==> config.mk <==
export PLATFORM = sky130hd
export DESIGN_NAME = perf_counter_unit
export DESIGN_NICKNAME = d
export VERILOG_FILES = /design/src/rtl/perf_counter_unit.sv
export SDC_FILE = /design/constraint.sdc
export NUM_CORES = 1
export LEC_CHECK = 0
export BUFFER_PORTS_ARGS = -buffer_cell sky130_fd_sc_hd__buf_2
export CAP_MARGIN = 25
export CORE_MARGIN = 1.5
export CORE_UTILIZATION = 30
export DETAILED_ROUTE_END_ITERATION = 10
export PLACE_DENSITY_LB_ADDON = 0.25
export SLEW_MARGIN = 30
export SYNTH_ARGS = -nofsm -noshare
export SYNTH_HDL_FRONTEND = slang
export SYNTH_SLANG_ARGS = --single-unit
==> constraint.sdc <==
create_clock -name clk -period 4.4 [get_ports clk]
set_input_delay 0.44 -clock clk [delete_from_list [all_inputs] [get_ports clk]]
set_output_delay 0.44 -clock clk [all_outputs]
set_load 0.01 [all_outputs]
==> src/rtl/perf_counter_unit.sv <==
module perf_counter_unit #(
  parameter int DATA_W   = 32,
  parameter int NUM_EVT  = 16,
  parameter int PRESCALE = 64
) (
  input  logic               clk,
  input  logic               rst_n,
  input  logic               reg_we,
  input  logic [1:0]         reg_addr,
  input  logic [DATA_W-1:0]  reg_wdata,
  output logic [DATA_W-1:0]  reg_rdata,
  input  logic [NUM_EVT-1:0] evt_in,
  input  logic [1:0]         aux_evt,
  output logic               irq_n,
  output logic [NUM_EVT-1:0] evt_export
);
  localparam int PS_W = $clog2(PRESCALE);
  localparam logic [PS_W-1:0] PS_MAX = PS_W'(PRESCALE - 1);

  logic              en_q, div_q, exp_q;
  logic [2:0]        ie_q, ovf_q;
  logic [7:0]        sel0_q, sel1_q;
  logic [PS_W-1:0]   psc_q;
  logic [DATA_W-1:0] cyc_q, ev0_q, ev1_q;

  function automatic logic [1:0] evt_inc(input logic [7:0] code,
                                         input logic [NUM_EVT-1:0] ev,
                                         input logic [1:0] ax);
    logic [1:0] r;
    r = 2'd0;
    if (code == 8'hFF) r = 2'd1;
    else if (code == 8'h20) r = {1'b0, ax[0]};
    else if (code == 8'h21) r = {1'b0, ax[1]};
    else if (code == 8'h22) r = 2'(ax[0]) + 2'(ax[1]);
    else
      for (int i = 0; i < NUM_EVT; i++)
        if (code == 8'(i)) r = {1'b0, ev[i]};
    return r;
  endfunction

  wire ctrl_wr = reg_we && reg_addr == 2'd0;
  wire wr_cyc  = reg_we && reg_addr == 2'd1;
  wire wr_ev0  = reg_we && reg_addr == 2'd2;
  wire wr_ev1  = reg_we && reg_addr == 2'd3;
  wire clr_ev  = ctrl_wr && reg_wdata[1];
  wire clr_cyc = ctrl_wr && reg_wdata[2];

  wire [1:0] inc0 = en_q ? evt_inc(sel0_q, evt_in, aux_evt) : 2'd0;
  wire [1:0] inc1 = en_q ? evt_inc(sel1_q, evt_in, aux_evt) : 2'd0;
  wire cyc_tick   = en_q && (!div_q || psc_q == PS_MAX);

  wire [DATA_W:0] sum0 = {1'b0, ev0_q} + (DATA_W+1)'(inc0);
  wire [DATA_W:0] sum1 = {1'b0, ev1_q} + (DATA_W+1)'(inc1);
  wire [DATA_W:0] sumc = {1'b0, cyc_q} + (DATA_W+1)'(cyc_tick);

  wire [2:0] wrap = {sumc[DATA_W] && !wr_cyc && !clr_cyc,
                     sum1[DATA_W] && !wr_ev1 && !clr_ev,
                     sum0[DATA_W] && !wr_ev0 && !clr_ev};
  wire [2:0] w1c  = (ctrl_wr && reg_wdata[0]) ? reg_wdata[10:8] : 3'b000;

  always_ff @(posedge clk or negedge rst_n) begin
    if (!rst_n) begin
      en_q <= 1'b0; div_q <= 1'b0; exp_q <= 1'b0;
      ie_q <= '0; ovf_q <= '0; sel0_q <= '0; sel1_q <= '0;
      psc_q <= '0; cyc_q <= '0; ev0_q <= '0; ev1_q <= '0;
    end else begin
      if (ctrl_wr) begin
        en_q   <= reg_wdata[0];
        div_q  <= reg_wdata[3];
        ie_q   <= reg_wdata[6:4];
        exp_q  <= reg_wdata[11];
        sel1_q <= reg_wdata[19:12];
        sel0_q <= reg_wdata[27:20];
      end
      ovf_q <= (ovf_q & ~w1c) | wrap;

      if (clr_cyc) psc_q <= '0;
      else if (en_q && div_q) psc_q <= (psc_q == PS_MAX) ? '0 : psc_q + 1'b1;

      if (wr_cyc) cyc_q <= reg_wdata;
      else if (clr_cyc) cyc_q <= '0;
      else cyc_q <= sumc[DATA_W-1:0];

      if (wr_ev0) ev0_q <= reg_wdata;
      else if (clr_ev) ev0_q <= '0;
      else ev0_q <= sum0[DATA_W-1:0];

      if (wr_ev1) ev1_q <= reg_wdata;
      else if (clr_ev) ev1_q <= '0;
      else ev1_q <= sum1[DATA_W-1:0];
    end
  end

  always_comb begin
    case (reg_addr)
      2'd0:    reg_rdata = DATA_W'({4'b0, sel0_q, sel1_q, exp_q, ovf_q, 1'b0,
                                    ie_q, div_q, 2'b00, en_q});
      2'd1:    reg_rdata = cyc_q;
      2'd2:    reg_rdata = ev0_q;
      default: reg_rdata = ev1_q;
    endcase
  end

  assign irq_n      = ~|(ovf_q & ie_q);
  assign evt_export = exp_q ? evt_in : '0;

  p_hold_r3: assert property (@(posedge clk) disable iff (!rst_n)
    (!en_q && !reg_we) |=> ($stable(cyc_q) && $stable(ev0_q) && $stable(ev1_q) && $stable(psc_q)));

  p_div_r4: assert property (@(posedge clk) disable iff (!rst_n)
    (en_q && div_q && !reg_we && psc_q != PS_MAX) |=> $stable(cyc_q));

  p_wrap_r6: assert property (@(posedge clk) disable iff (!rst_n)
    (!reg_we && ev0_q == '1 && inc0 != 2'd0) |=> ovf_q[0]);

  p_sticky_r7: assert property (@(posedge clk) disable iff (!rst_n)
    (ovf_q[0] && !(ctrl_wr && reg_wdata[0] && reg_wdata[8])) |=> ovf_q[0]);

  p_wrprio_r11: assert property (@(posedge clk) disable iff (!rst_n)
    (reg_we && reg_addr == 2'd2) |=> ev0_q == $past(reg_wdata));
endmodule

==> results.toml <==
[outcome]
outcome = "finished clean"

[yosys]
syn-cell-area_um2 = 8110
synth.top_cell.area_share_pct = 39.2
syn_avg_cell_area_um2 = 9.32
synth_warnings = 0
synth_nets = 935
ys_seq_elements = 127
seq_area_frac_synth_pct = 39.2
synth_cells = 870
netlist_top_cells_count = "nand2_1 (148), dfrtp_1 (127), o21ai_1 (60), xnor2_1 (56), nand3_1 (43)"
async_flop_share_pct = 100
synth_flop_cell = "dfrtp_1"
yosysUniqueCellTypes = 61
yosysTopAreaCell = "dfrtp_1"
synth.area.top_cells = "dfrtp_1 (39%), mux4_2 (7.5%), nand2_1 (6.9%), xnor2_1 (6.0%), o21ai_1 (3.7%)"
synth-edff-count = 0
post-synth-top-count-cell = "nand2_1"

[finish]
fillers = 2674
final_core_util_pct = 36.6
multi_input_area_um2 = 4650
drive_gt1_share_pct = 22.5
final_nets = 1025
finalNonFillerCells = 1308
area_growth_pct = 18.6
num_antenna_cells = 0
seqCellArea_um2 = 3180

[place]
io_buffers = 103
hpwl_um = 19400
place_congestion = 0.837
post-place-ws_ns = 0.685
dp.cells = 1276

[clock_network]
cts_sinks = 127
cts_buffers = 17
h-tree-depth = 4
cts_buffer_depth = 2
cts_root_buffer = "clkbuf_16"
clock_latency_ns = 0.43
path_clk_slew_ns = 0.06
cts_hold_buf = 0
cts_tree = "built"
ctsResizeCount = 0
post_cts_buffers = 0

[detailed_routing]
route.met3.wl_um = 1420
wl_um = 27200
postRouteAntennaNets = 0
drc = 0
route.met2.wl_um = 12400
drt_iter0_drc = 469
wl_per_cell_um = 20.8
first_pass_iters = 5
num_vias = 7063
top_layer = "met5"
wl_met1_um = 12800
vias_per_cell = 5.40

[sta]
finalSetupViolCount = 0
finalHoldViolations = 0
maxSlewViolCount = 0
fin_setup_tns_ns = 0
worst_slew_pin_slew_ns = 0.896
period_share_pct = 83.7
fin_hold_ws_ns = 0.0815
slew_headroom_pct = 39.8
fmax_ghz = 0.271
rsz0062_at_grt = "no"
setup_slack_ns = 0.717
fin_skew_ns = 0.0143
period_minus_slack_ns = 3.68

[pwr]
swShare_pct = 31.7
cellPowerDensity_nw_per_um2 = 417
p_leak_nw = 3.85
p_int_mw = 2.74
seqPwrFrac_pct = 42.0
p_clk_share_pct = 37.4
power_switching_mw = 1.27
power_frac_comb_pct = 20.6
peakVddDrop_mv = 0.277

[setup_path]
slowest_stage = "or4b_4"
path_depth = 11
crit_chain = "or3_1 > or4b_4 > nand3b_1 > and3b_1 > a21oi_1 > ha_1 > a21o_1 > nand3_1 > nor4_1 > xnor2_1 > o21ai_1"
critPathCaptureType = "flip-flop"
crit_buf_inv = 0
worstPathArrival_ns = 3.96
reg2regPathDepth = 11
cp_top_family = "simple AND/OR/NAND/NOR gates"
critPathMaxStageDelay_ns = 0.55
regToRegSetupSlack_ns = 0.72
start_kind = "flip-flop"
cp_max_fo = 13
critPathRequiredTime_ns = 4.67
critical_path_class = "reg2reg"

[floorplanning]
dieArea_um2 = 28000
die_h_um = 167
core_area_um2 = 26300
row_count = 59
die_w_um = 167
start_util_pct = 30.9
io_pins = 104

[global_routing]
grtUsageTotal_pct = 19.9
grt_max_degree = 103
overflow = 0
grt_pass1_wl_um = 42300
grt_pass1_vias = 6943
antenna_found_initial = 1

[hold_path]
hold_path_class = "in2async"

[flow_run]
max_cap_violations = 0
-- sequential cells by signal (all words and copies together) (netlist names) --
register,count
cyc_q,32
ie_q,3
ev1_q,32
ovf_q,3
sel0_q,8
psc_q,6
en_q,1
exp_q,1
ev0_q,32
div_q,1
sel1_q,8
-- final timing paths --
path,endpoint,from
min in group clk,ev0_q[30]$_DFF_PN0_,reg_wdata[30]
min reg2reg,psc_q[5]$_DFFE_PN0P_,psc_q[5]$_DFFE_PN0P_
max reg2reg,ev1_q[31]$_DFF_PN0_,sel1_q[4]$_DFFE_PN0P_
max,ev1_q[31]$_DFF_PN0_,sel1_q[4]$_DFFE_PN0P_
max in group asynchronous,sel1_q[2]$_DFFE_PN0P_,rst_n
min,psc_q[2]$_DFFE_PN0P_,rst_n
-- kinds of logic after synthesis --
family / after synthesis / share of synthesized area [%]
muxes: 60 / 12.2
buffers and inverters: 74 / 3.80
xor gates and xnor gates: 86 / 9.29
and+or+nand+nor: 370 / 23.2
DFF: 127 / 39.2
adders and majority gates: 10 / 1.73
AOI/OAI and AO/OA: 143 / 10.6
-- through the flow --
step           power, mW  area, um^2
6_report            4.01        9620
5_1_grt             4.19        9620
4_1_cts             4.03        9620
3_5_place_dp        2.53        9000
3_3_place_gp        2.51        8970
2_1_floorplan       2.16        8110
-- worst reg2reg max path, stage by stage (launching register included) --
cell      delay (ns)
dfrtp_1         0.40
or3_1           0.41
or4b_4          0.55
nand3b_1        0.17
and3b_1         0.17
a21oi_1         0.30
ha_1            0.26
a21o_1          0.17
nand3_1         0.42
nor4_1          0.46
xnor2_1         0.16
o21ai_1         0.07
-- power groups by stage --
| stage | Sequential [mW] | Combinational [mW] | Clock [mW] |
|---|---|---|---|
| after floorplan | 1.56 | 0.600 | 0 |
| after detailed placement | 1.70 | 0.831 | 0 |
| after global routing | 1.72 | 0.911 | 1.57 |
| after CTS | 1.68 | 0.836 | 1.51 |
| final | 1.69 | 0.826 | 1.50 |
| after global placement | 1.69 | 0.822 | 0 |
-- layer usage --
metal	global-route usage [%]	vias to the layer above
li1	-	3292
met1	28.2	3512
met2	30.7	220
met3	3.64	37
met4	5.95	2
met5	0	-
-- cells in the final DEF (no fill, tap or decap), drive strengths merged, types with 10 or more instances in the layout --
master  count
nor3       28
a22o       11
mux2       26
clkbuf     23
nor4       24
dfrtp     127
o211ai     10
o21ai      93
xor2       30
nor2       36
and2       19
nand3      44
nand4      21
nand2     148
inv        25
xnor2      56
buf       120
mux4       28
and4       12
and3       10
-- area by class of cell --
cell class / count / area share [%]
Clock buffer: 23 / 5.07
Clock inverter: 9 / 1.37
Inverter: 25 / 0.976
Multi-Input combinational cell: 669 / 48.4
Sequential cell: 127 / 33.0
Tap cell: 335 / 4.36
Timing Repair Buffer: 120 / 6.82
No activity file was read; power rests on OpenSTA's default activity.
